File: src/rtl/uart_rx_pkg.sv
package uart_rx_pkg;

    typedef enum logic [2:0] {
        RX_IDLE,
        RX_START,
        RX_DATA,
        RX_PAR,
        RX_STOP
    } rx_state_t;

    function automatic logic maj3(input logic a, input logic b, input logic c);
        return (a & b) | (a & c) | (b & c);
    endfunction

endpackage

File: src/rtl/rx_line_sync.sv
module rx_line_sync #(
    parameter int STAGES = 2
) (
    input  logic clk,
    input  logic rst_n,
    input  logic din,
    output logic dout
);
    logic [STAGES-1:0] pipe;

    generate
        if (STAGES == 1) begin : g_one
            always_ff @(posedge clk or negedge rst_n) begin
                if (!rst_n) pipe <= 1'b1;
                else        pipe <= din;
            end
        end else begin : g_many
            always_ff @(posedge clk or negedge rst_n) begin
                if (!rst_n) pipe <= '1;
                else        pipe <= {pipe[STAGES-2:0], din};
            end
        end
    endgenerate

    assign dout = pipe[STAGES-1];
endmodule

File: src/rtl/rx_frame_fsm.sv
module rx_frame_fsm
    import uart_rx_pkg::*;
#(
    parameter int DATA_W  = 8,
    parameter int OS_NORM = 16,
    parameter int OS_DBL  = 8
) (
    input  logic              clk,
    input  logic              rst_n,
    input  logic              rx_en,
    input  logic              tick,
    input  logic              line,
    input  logic              dbl_speed,
    input  logic              par_en,
    input  logic              par_odd,
    output logic              push,
    output logic [DATA_W-1:0] push_data,
    output logic              push_pe,
    output logic              push_fe
);
    localparam int CNT_W = $clog2(OS_NORM + 1);
    localparam int BIT_W = (DATA_W > 1) ? $clog2(DATA_W) : 1;

    rx_state_t         state, nxt;
    logic [CNT_W-1:0]  smp_cnt, smp_next, os_len, mid;
    logic [BIT_W-1:0]  bit_idx;
    logic [DATA_W-1:0] shreg;
    logic              dbl_q, par_q, odd_q, par_acc;
    logic              s_a, s_b, vote;
    logic              at_first, at_mid, at_vote, at_end, last_bit;

    // timing within one bit
    always_comb begin
        os_len   = dbl_q ? CNT_W'(OS_DBL) : CNT_W'(OS_NORM);
        mid      = (os_len >> 1) + CNT_W'(1);
        smp_next = smp_cnt + CNT_W'(1);
        at_first = (smp_next == mid - CNT_W'(1));
        at_mid   = (smp_next == mid);
        at_vote  = (smp_next == mid + CNT_W'(1));
        at_end   = (smp_next == os_len);
        last_bit = (bit_idx == BIT_W'(DATA_W - 1));
        vote     = maj3(s_a, s_b, line);
    end

    // next state
    always_comb begin
        nxt = state;
        unique case (state)
            RX_IDLE:  if (tick && !line) nxt = RX_START;
            RX_START: begin
                if (tick && at_vote && vote) nxt = RX_IDLE;
                else if (tick && at_end)     nxt = RX_DATA;
            end
            RX_DATA:  if (tick && at_end && last_bit) nxt = par_q ? RX_PAR : RX_STOP;
            RX_PAR:   if (tick && at_end)  nxt = RX_STOP;
            RX_STOP:  if (tick && at_vote) nxt = RX_IDLE;
            default:  nxt = RX_IDLE;
        endcase
    end

    // state register
    always_ff @(posedge clk or negedge rst_n) begin
        if (!rst_n)      state <= RX_IDLE;
        else if (!rx_en) state <= RX_IDLE;
        else             state <= nxt;
    end

    // sample datapath
    always_ff @(posedge clk or negedge rst_n) begin
        if (!rst_n) begin
            smp_cnt <= '0;
            bit_idx <= '0;
            shreg   <= '0;
            dbl_q   <= 1'b0;
            par_q   <= 1'b0;
            odd_q   <= 1'b0;
            par_acc <= 1'b0;
            s_a     <= 1'b1;
            s_b     <= 1'b1;
        end else if (!rx_en) begin
            smp_cnt <= '0;
            bit_idx <= '0;
            par_acc <= 1'b0;
        end else if (tick) begin
            if (state == RX_IDLE) begin
                if (!line) begin
                    smp_cnt <= CNT_W'(1);
                    bit_idx <= '0;
                    par_acc <= 1'b0;
                    dbl_q   <= dbl_speed;
                    par_q   <= par_en;
                    odd_q   <= par_odd;
                end
            end else begin
                smp_cnt <= at_end ? '0 : smp_next;
                if (at_first) s_a <= line;
                if (at_mid)   s_b <= line;
                if (state == RX_DATA) begin
                    if (at_vote) begin
                        shreg   <= {vote, shreg[DATA_W-1:1]};
                        par_acc <= par_acc ^ vote;
                    end
                    if (at_end) bit_idx <= bit_idx + BIT_W'(1);
                end
                if (state == RX_PAR && at_vote) par_acc <= par_acc ^ vote;
            end
        end
    end

    // outputs
    always_ff @(posedge clk or negedge rst_n) begin
        if (!rst_n) begin
            push      <= 1'b0;
            push_data <= '0;
            push_pe   <= 1'b0;
            push_fe   <= 1'b0;
        end else begin
            push <= rx_en && tick && (state == RX_STOP) && at_vote;
            if (rx_en && tick && (state == RX_STOP) && at_vote) begin
                push_data <= shreg;
                push_pe   <= par_q && (par_acc != odd_q);
                push_fe   <= !vote;
            end
        end
    end
endmodule

File: src/rtl/rx_char_fifo.sv
module rx_char_fifo #(
    parameter int DATA_W = 8,
    parameter int DEPTH  = 2
) (
    input  logic                       clk,
    input  logic                       rst_n,
    input  logic                       flush,
    input  logic                       push,
    input  logic [DATA_W-1:0]          push_data,
    input  logic                       push_pe,
    input  logic                       push_fe,
    input  logic                       pop,
    output logic [DATA_W-1:0]          head_data,
    output logic                       head_pe,
    output logic                       head_fe,
    output logic                       not_empty,
    output logic                       dropped,
    output logic                       popped,
    output logic [$clog2(DEPTH+1)-1:0] fill
);
    localparam int PTR_W = (DEPTH > 1) ? $clog2(DEPTH) : 1;
    localparam int CNT_W = $clog2(DEPTH + 1);

    logic [DATA_W-1:0] mem_d  [DEPTH];
    logic [DEPTH-1:0]  mem_pe, mem_fe;
    logic [PTR_W-1:0]  wr_ptr, rd_ptr;
    logic [CNT_W-1:0]  cnt;
    logic              do_rd, do_wr;

    function automatic logic [PTR_W-1:0] adv(input logic [PTR_W-1:0] p);
        return (p == PTR_W'(DEPTH - 1)) ? '0 : p + PTR_W'(1);
    endfunction

    assign do_rd   = pop && (cnt != '0);
    assign do_wr   = push && ((cnt != CNT_W'(DEPTH)) || do_rd);
    assign dropped = push && !do_wr && !flush;
    assign popped  = do_rd && !flush;

    always_ff @(posedge clk or negedge rst_n) begin
        if (!rst_n) begin
            wr_ptr <= '0;
            rd_ptr <= '0;
            cnt    <= '0;
        end else if (flush) begin
            wr_ptr <= '0;
            rd_ptr <= '0;
            cnt    <= '0;
        end else begin
            if (do_wr) wr_ptr <= adv(wr_ptr);
            if (do_rd) rd_ptr <= adv(rd_ptr);
            if (do_wr && !do_rd)      cnt <= cnt + CNT_W'(1);
            else if (do_rd && !do_wr) cnt <= cnt - CNT_W'(1);
        end
    end

    generate
        for (genvar e = 0; e < DEPTH; e++) begin : g_entry
            always_ff @(posedge clk or negedge rst_n) begin
                if (!rst_n) begin
                    mem_d[e]  <= '0;
                    mem_pe[e] <= 1'b0;
                    mem_fe[e] <= 1'b0;
                end else if (!flush && do_wr && wr_ptr == PTR_W'(e)) begin
                    mem_d[e]  <= push_data;
                    mem_pe[e] <= push_pe;
                    mem_fe[e] <= push_fe;
                end
            end
        end
    endgenerate

    assign not_empty = (cnt != '0);
    assign head_data = not_empty ? mem_d[rd_ptr] : '0;
    assign head_pe   = not_empty && mem_pe[rd_ptr];
    assign head_fe   = not_empty && mem_fe[rd_ptr];
    assign fill      = cnt;
endmodule

File: src/rtl/uart_rx_os.sv
module uart_rx_os #(
    parameter int DATA_W      = 8,
    parameter int FIFO_DEPTH  = 2,
    parameter int OS_NORM     = 16,
    parameter int OS_DBL      = 8,
    parameter int SYNC_STAGES = 2
) (
    input  logic              clk,
    input  logic              rst_n,
    input  logic              rx_en,
    input  logic              dbl_speed,
    input  logic              par_en,
    input  logic              par_odd,
    input  logic              baud_tick,
    input  logic              rxd,
    input  logic              rd_stb,
    output logic [DATA_W-1:0] rd_data,
    output logic              rx_ready,
    output logic              par_err,
    output logic              frm_err,
    output logic              overrun
);
    localparam int FILL_W = $clog2(FIFO_DEPTH + 1);

    logic              line_s;
    logic              push, push_pe, push_fe;
    logic [DATA_W-1:0] push_data;
    logic              dropped, popped;
    logic [FILL_W-1:0] fifo_cnt;

    rx_line_sync #(.STAGES(SYNC_STAGES)) i_sync (
        .clk(clk), .rst_n(rst_n), .din(rxd), .dout(line_s)
    );

    rx_frame_fsm #(.DATA_W(DATA_W), .OS_NORM(OS_NORM), .OS_DBL(OS_DBL)) i_fsm (
        .clk(clk), .rst_n(rst_n), .rx_en(rx_en), .tick(baud_tick), .line(line_s),
        .dbl_speed(dbl_speed), .par_en(par_en), .par_odd(par_odd),
        .push(push), .push_data(push_data), .push_pe(push_pe), .push_fe(push_fe)
    );

    rx_char_fifo #(.DATA_W(DATA_W), .DEPTH(FIFO_DEPTH)) i_fifo (
        .clk(clk), .rst_n(rst_n), .flush(!rx_en),
        .push(push), .push_data(push_data), .push_pe(push_pe), .push_fe(push_fe),
        .pop(rd_stb), .head_data(rd_data), .head_pe(par_err), .head_fe(frm_err),
        .not_empty(rx_ready), .dropped(dropped), .popped(popped), .fill(fifo_cnt)
    );

    always_ff @(posedge clk or negedge rst_n) begin
        if (!rst_n)       overrun <= 1'b0;
        else if (!rx_en)  overrun <= 1'b0;
        else if (dropped) overrun <= 1'b1;
        else if (popped)  overrun <= 1'b0;
    end
endmodule

File: config.mk
export PLATFORM = sky130hd
export DESIGN_NAME = uart_rx_os
export DESIGN_NICKNAME = d
export VERILOG_FILES = /design/src/rtl/uart_rx_pkg.sv /design/src/rtl/rx_line_sync.sv /design/src/rtl/rx_frame_fsm.sv /design/src/rtl/rx_char_fifo.sv /design/src/rtl/uart_rx_os.sv
export SDC_FILE = /design/constraint.sdc
export NUM_CORES = 1
export LEC_CHECK = 0
export ABC_AREA = 1
export ABC_CLOCK_PERIOD_IN_PS = 4300
export BUFFER_PORTS_ARGS = -buffer_cell sky130_fd_sc_hd__buf_4
export CAP_MARGIN = 20
export CORE_MARGIN = 8
export CORE_UTILIZATION = 40
export CTS_CLUSTER_DIAMETER = 100
export DETAILED_ROUTE_END_ITERATION = 7
export PLACE_DENSITY = 0.66
export SLEW_MARGIN = 5
export SYNTH_ARGS = -nofsm -noshare
export SYNTH_HDL_FRONTEND = slang
export SYNTH_SLANG_ARGS = --single-unit
export TNS_END_PERCENT = 100
File: constraint.sdc
create_clock -name clk -period 4.3 [get_ports clk]
set_clock_uncertainty 0.1 [all_clocks]
set_input_delay 0.215 -clock clk [delete_from_list [all_inputs] [get_ports clk]]
set_output_delay 0.215 -clock clk [all_outputs]
set_load 0.01 [all_outputs]
==> key figures, run 1 <==
Outcome
  • Outcome: finished, final reports clean

Setup path
  • Worst path bufs/invs: 2
  • Critical Path Start: i_fifo.fill[1]
  • Max FO, Critical Path: 12
  • Slowest CP cell: nor2_1
  • CP endpoint kind: output port
  • Worst path depth: 3
  • Worst path arrival time: 1.79 ns
  • WP data required: 3.98 ns
  • Path depth of the worst reg2reg path: 10
  • Critical path type: reg -> out
  • Critical Path Max Stage Delay: 0.70 ns
  • Worst setup SP type: flop
  • Reg-to-reg startpoint: i_fsm.smp_cnt[0]
  • Worst-path cell chain: nor2_1 > inv_1 > buf_4
  • CP delay by family, top: simple AND/OR/NAND/NOR gates
  • Worst reg-to-reg setup slack: 2.25 ns
  • CP endpoint: rx_ready
  • FF-to-FF End: i_fsm.push_pe

Clock tree
  • Clock Sink Count: 63
  • Worst-skew pair later-pin latency: 0.34 ns
  • CTS tree: yes
  • Post-cts sizing count: 0
  • H-tree level count: 3
  • Cts bufs inserted: 9
  • Clk buf depth: 2
  • Clock transition at the registers of the reported paths: 0.08 ns
  • Clock root buffer master: clkbuf_8

GRT
  • Largest net degree at the start of global routing: 64
  • First-pass GRT wire length: 10900 um
  • GR Overflow Total: 0
  • Antenna violations before repair: 0
  • GRT Total Usage: 12.1%
  • Number of global-route vias before repair: 2331

Placed design
  • Placed Area: 3420 um^2
  • Final HPWL from detailed placement: 4450 um
  • IO Port Bufs: 20
  • Dpl ws: 2.27 ns
  • Routability cong.: 0.902

STA
  • Least-Margin Pin Slew: 0.874 ns
  • Final hold violations: 0
  • Tmin final: 2.10 ns
  • Final setup violation count: 0
  • Final worst path period share: 48.9%
  • Unrepaired setup endpoints after global routing: false
  • Slew Limit Fails: 0
  • Fin Setup TNS: 0 ns
  • F_max: 475 MHz
  • Slew HR: 41.5%
  • Final WS setup: 2.20 ns

Detailed routing
  • Post-route met1 wirelength: 3080 um
  • Via count: 2481
  • Pre-antenna DRT Iters: 4
  • ANT nets after route: 0
  • Met3 WL: 283 um
  • Initial DRC count: 123
  • Vias per inst: 4.84
  • DR WL/cell: 12.3 um
  • Max layer used: met4
  • Final WL: 6320 um
  • # DRC: 0
  • Routed wl met2: 2890 um

Synth
  • Post-Syn Area: 3200 um^2
  • Share of the synthesized area in the top cell type: 46.2%
  • Mapped Cells: 381
  • Yosys top cell by area: dfrtp_1
  • Seq/Total Area, Yosys: 49.5%
  • Synthesized area per cell: 8.39 um^2
  • Yosys cell types: 32
  • Register bit total from synthesis: 63
  • Ranking of synthesized cells by area: dfrtp_1 46%, nand2_1 12%, o21ai_0 5.3%, inv_1 5.2%, nand3_1 4.1%
  • Post-Syn Nets: 396
  • Synth warn: 0

Floorplanning
  • Chip Width: 105 um
  • Row Count: 32
  • # IOs: 21
  • Starting Density: 41.4%
  • CORE AREA: 7730 um^2
  • Die Y: 105 um
  • Die Area: 11100 um^2

Cells and area
  • Design area: 3660 um^2
  • Fraction of layout cells with a size suffix above 1: 17.3%
  • Area Overhead vs Synth: 14.6%
  • Most frequent cells in the layout: 103 x nand2_1, 59 x dfrtp_1, 44 x inv_1, 34 x o21ai_0, 26 x nand3_1
  • Most common cell after layout, fill and taps aside: nand2_1
  • Diode count: 0
  • Final net count: 421
  • FILL cells: 758

Hold path
  • Hold WC Path Type: in -> reg
  • HP Start: dbl_speed

Power
  • P_leak: 1.68 nW
  • Power Dens Cells: 438 nW/um^2
  • VDD IR max: 0.000239 V
  • Pwr Total: 1.61 mW

Job
  • Max_cap viols: 0
==> final cells by class <==
type | instances | area (um^2) | area share [%]
flip-flops and latches | 63 | 1580 | 43.2
multi-input cells | 259 | 1380 | 37.6
repair buffers | 24 | 190 | 5.19
inverters | 49 | 184 | 5.02
well taps | 102 | 128 | 3.48
clock buffers | 9 | 124 | 3.38
clock inverters | 7 | 81.3 | 2.22
==> logic make-up after synthesis <==
family | synth area share, %
xor+xnor | 1.33
compound gates | 12.2
fa+ha+maj | 2.35
mux | 0.704
buf+inv | 7.51
flops | 49.5
simple gates | 26.4
==> worst reg2reg max path, cell delays in order, from the launching register on <==
cell and delay, ns:
dfrtp_1 0.47, ha_1 0.25, inv_1 0.05, nand2_1 0.08, nand2_2 0.09, xor2_2 0.17, nor2_4 0.22, nand3_4 0.24
inv_2 0.15, nand3_1 0.08, o21ai_0 0.08
==> what timing repair did <==
action	CTS	global route
hold buffers	4	0
setup endpoints to repair	0	0
setup buffers	0	0
endpoints found under the hold margin	62	0
==> flip-flops by register name, indices dropped and copies added, names as in the netlist, 2 cells and up <==
register,count
i_fsm.bit_idx,3
i_fifo.fill,2
i_fsm.shreg,8
i_sync.pipe,2
i_fsm.push_data,8
i_fifo.mem_pe,2
i_fifo.mem_fe,2
i_fifo.mem_d,16
i_fsm.smp_cnt,5
i_fsm.state,3
==> worst min path at each step <==
stage                     slack [ns]        endpoint  cells after the start
after global routing            0.01     i_fsm.dbl_q                      3
after global placement          0.22  i_sync.pipe[0]                      1
after CTS                     0.0005     i_fsm.dbl_q                      3
after detailed placement        0.22  i_sync.pipe[0]                      1
final                           0.02     i_fsm.dbl_q                      3
after floorplan                -0.18  i_fifo.fill[0]                      0
==> layer usage <==
layer	GRT usage [%]	vias to the layer above
met3	3.35	4
met2	19.1	46
li1	-	1284
met1	15.0	1147
met5	0	-
met4	5.50	0
==> report_power, final <==
| part | switching (mW) | leakage [nW] | internal, mW |
|---|---|---|---|
| logic | 0.246 | 0.739 | 0.126 |
| registers | 0.0622 | 0.836 | 0.647 |
| clock network | 0.251 | 0.100 | 0.273 |
| total | 0.559 | 1.68 | 1.05 |
==> through the flow <==
stage               utilization (%)  cells  hold WS, ns
floorplan                         -    381       -0.181
global placement               44.3    493        0.224
detailed placement             44.3    493        0.225
CTS                            47.4    513     0.000501
global route                   47.4    513       0.0139
finish                         47.4    513       0.0185
==> synthesized netlist by cell type (all sizes together) <==
| cell | instances |
|---|---|
| a21oi | 18 |
| a31oi | 1 |
| buf | 3 |
| clkbuf | 7 |
| clkinv | 1 |
| dfrtp | 59 |
| dfstp | 4 |
| ha | 6 |
| inv | 48 |
| mux2 | 2 |
| nand2 | 108 |
| nand3 | 33 |
| nand3b | 1 |
| nand4 | 5 |
| nor2 | 20 |
| nor3 | 5 |
| nor4 | 2 |
| o21ai | 53 |
| or2 | 1 |
| xor2 | 4 |
No activity file was read; power rests on OpenSTA's default activity.
==> run 2: changes to the inputs <==
--- a/config.mk
+++ b/config.mk
@@ -6,14 +6,14 @@
 export NUM_CORES = 1
 export LEC_CHECK = 0
 export ABC_AREA = 1
-export ABC_CLOCK_PERIOD_IN_PS = 4300
+export ABC_CLOCK_PERIOD_IN_PS = 1900
 export BUFFER_PORTS_ARGS = -buffer_cell sky130_fd_sc_hd__buf_4
 export CAP_MARGIN = 20
 export CORE_MARGIN = 8
 export CORE_UTILIZATION = 40
 export CTS_CLUSTER_DIAMETER = 100
 export DETAILED_ROUTE_END_ITERATION = 7
-export PLACE_DENSITY = 0.66
+export PLACE_DENSITY = 0.68
 export SLEW_MARGIN = 5
 export SYNTH_ARGS = -nofsm -noshare
 export SYNTH_HDL_FRONTEND = slang
==> constraint.sdc (replaced) <==
create_clock -name clk -period 1.9 [get_ports clk]
set_clock_uncertainty 0.1 [all_clocks]
set_input_delay 0.095 -clock clk [delete_from_list [all_inputs] [get_ports clk]]
set_output_delay 0.095 -clock clk [all_outputs]
set_load 0.01 [all_outputs]
==> key figures, run 2 (synthesized netlist as in run 1, its figures left out) <==
Cells and area
  • Area Overhead vs Synth: 26.1%
  • Largest registers: i_fifo.mem_d: 16 flops, i_fsm.push_data: 8 flops, i_fsm.shreg: 8 flops
  • Top reg by flops: i_fifo.mem_d
  • Most common cell after layout, fill and taps aside: nand2_1
  • Max reg flops: 16
  • Fin util: 52.2%
  • Diode count: 0
  • Fraction of layout cells with a size suffix above 1: 25.1%
  • Final net count: 448
  • Post-Layout Cell Count: 540
  • Most frequent cells in the layout: 99 x nand2_1, 57 x dfrtp_1, 42 x inv_1, 40 x buf_4, 33 x o21ai_0

Hold path
  • Hold WC Path Type: in -> async

Floorplanning
  • Starting Density: 41.4%
  • # IOs: 21
  • Chip Width: 105 um
  • Row Count: 32
  • CORE AREA: 7730 um^2
  • Die Y: 105 um
  • Die Area: 11100 um^2

STA
  • F_max: 549 MHz
  • Least-Margin Pin Slew: 0.556 ns
  • Min Hold Slack: 0.173 ns
  • Final setup violation count: 0
  • Tmin final: 1.82 ns
  • Final hold violations: 0
  • Unrepaired setup endpoints after global routing: true
  • Slew HR: 62.6%
  • Slew Limit Fails: 0
  • Fin Setup TNS: 0 ns
  • Final worst path period share: 95.9%

Clock tree
  • Worst-skew pair later-pin latency: 0.34 ns
  • Clk buf depth: 2
  • H-tree level count: 3
  • Clock Sink Count: 63
  • Clock transition at the registers of the reported paths: 0.07 ns
  • CTS tree: yes
  • Cts bufs inserted: 9
  • Clock root buffer master: clkbuf_8

Detailed routing
  • Pre-antenna DRT Iters: 5
  • Initial DRC count: 123
  • ANT nets after route: 0
  • # DRC: 0
  • Via count: 2733
  • DR WL/cell: 13.0 um
  • Final WL: 7030 um
  • Vias per inst: 5.06

GRT
  • GRT Total Usage: 12.7%
  • Number of global-route vias before repair: 2636
  • Antenna violations before repair: 0
  • Largest net degree at the start of global routing: 64
  • First-pass GRT wire length: 11600 um
  • GR Overflow Total: 0

Placed design
  • Routability cong.: 0.888
  • Final HPWL from detailed placement: 4600 um
  • Placed Cells: 507
  • IO Port Bufs: 20

Setup path
  • FF-to-FF End: i_fsm.shreg[2]
  • Critical path type: reg -> reg
  • Max FO, Critical Path: 8
  • Worst setup SP type: flop
  • Path depth of the worst reg2reg path: 9
  • CP endpoint kind: flop
  • Worst reg-to-reg setup slack: 0.08 ns
  • WP data required: 2.03 ns
  • Reg-to-reg startpoint: i_fsm.smp_cnt[1]
  • Worst path arrival time: 1.95 ns

Power
  • P_leak: 1.82 nW
  • Internal: 2.76 mW
  • Clock network fraction of total power: 34.8%
  • Sw Ratio: 32.7%
  • Gate power share: 26.5%
  • Net Sw Power: 1.34 mW
  • Sequential power share: 38.7%
  • Power Dens Cells: 1020 nW/um^2
  • VDD IR max: 0.000568 V

Outcome
  • Outcome: finished, final reports clean

Job
  • Max_cap viols: 0
## run 2: changes by cell type in the layout (fill, tap and decap cells not counted), moves of 3 or more
cell           change
buf_4             +20
dlygate4sd3_1      +4
nand2_1            -4
nand3_4            +4
clkinv_4           -3
nor2_1             -3
nor2_2             +3
## run 2: how the worst max path moves through the flow
stage	start	end	slack, ns	cells after the start
CTS	i_fifo.rd_ptr	par_err	0.02	4
global route	i_fsm.smp_cnt[1]	i_fsm.state[0]	-0.04	12
finish	i_fsm.smp_cnt[1]	i_fsm.shreg[2]	0.08	9
detailed placement	i_fsm.smp_cnt[1]	i_fsm.push_data[3]	0.04	8
global placement	i_fsm.smp_cnt[0]	i_fsm.state[0]	0.08	15
floorplan	i_fsm.smp_cnt[0]	i_fsm.push_data[5]	0.08	9
## run 2: through the flow
stage	instance area (um^2)	power (mW)	worst slack (ns)
final	4030	4.10	0.0781
after global routing	4030	4.32	-0.0438
after CTS	3860	3.98	0.0218
after detailed placement	3540	2.53	0.0393
after global placement	3540	2.52	0.0780
after floorplan	3200	2.24	0.0847
## run 2: layout make-up
class	count	area (um^2)
fill	681	3700
tap	102	128
sequential	63	1580
clock inverter	7	120
multi-input combinational	261	1490
clock buffer	9	124
inverter	49	190
timing repair buffer	49	400
## run 2: worst max-delay path, cell delays in order, from the launching register on
cell,delay (ns)
dfrtp_1,0.42
ha_4,0.20
nand2_1,0.10
nand2_4,0.08
xor2_2,0.17
nor2_4,0.20
buf_4,0.18
nand3_4,0.11
nand2_1,0.09
o21ai_1,0.06
## run 2: metal layers
layer / GRT usage, % / vias to the layer above / wire length (um)
met5: 0 / - / 0
met4: 6.93 / 0 / 199
met3: 3.41 / 25 / 357
met2: 20.9 / 77 / 3490
met1: 14.7 / 1282 / 2990
li1: - / 1349 / -
## run 2: power by group through the flow
stage,clock network (mW),logic (mW),registers (mW)
2_1_floorplan,0,0.657,1.58
3_3_place_gp,0,0.919,1.60
6_report,1.43,1.09,1.59
3_5_place_dp,0,0.929,1.60
5_1_grt,1.51,1.20,1.60
4_1_cts,1.46,0.946,1.58
## run 2: repair_timing
action,in CTS,in global routing
hold buffers,8,0
endpoints found under the hold margin,73,0
resized for setup,0,25
buffers inserted,0,7
endpoints found under the setup margin,0,40
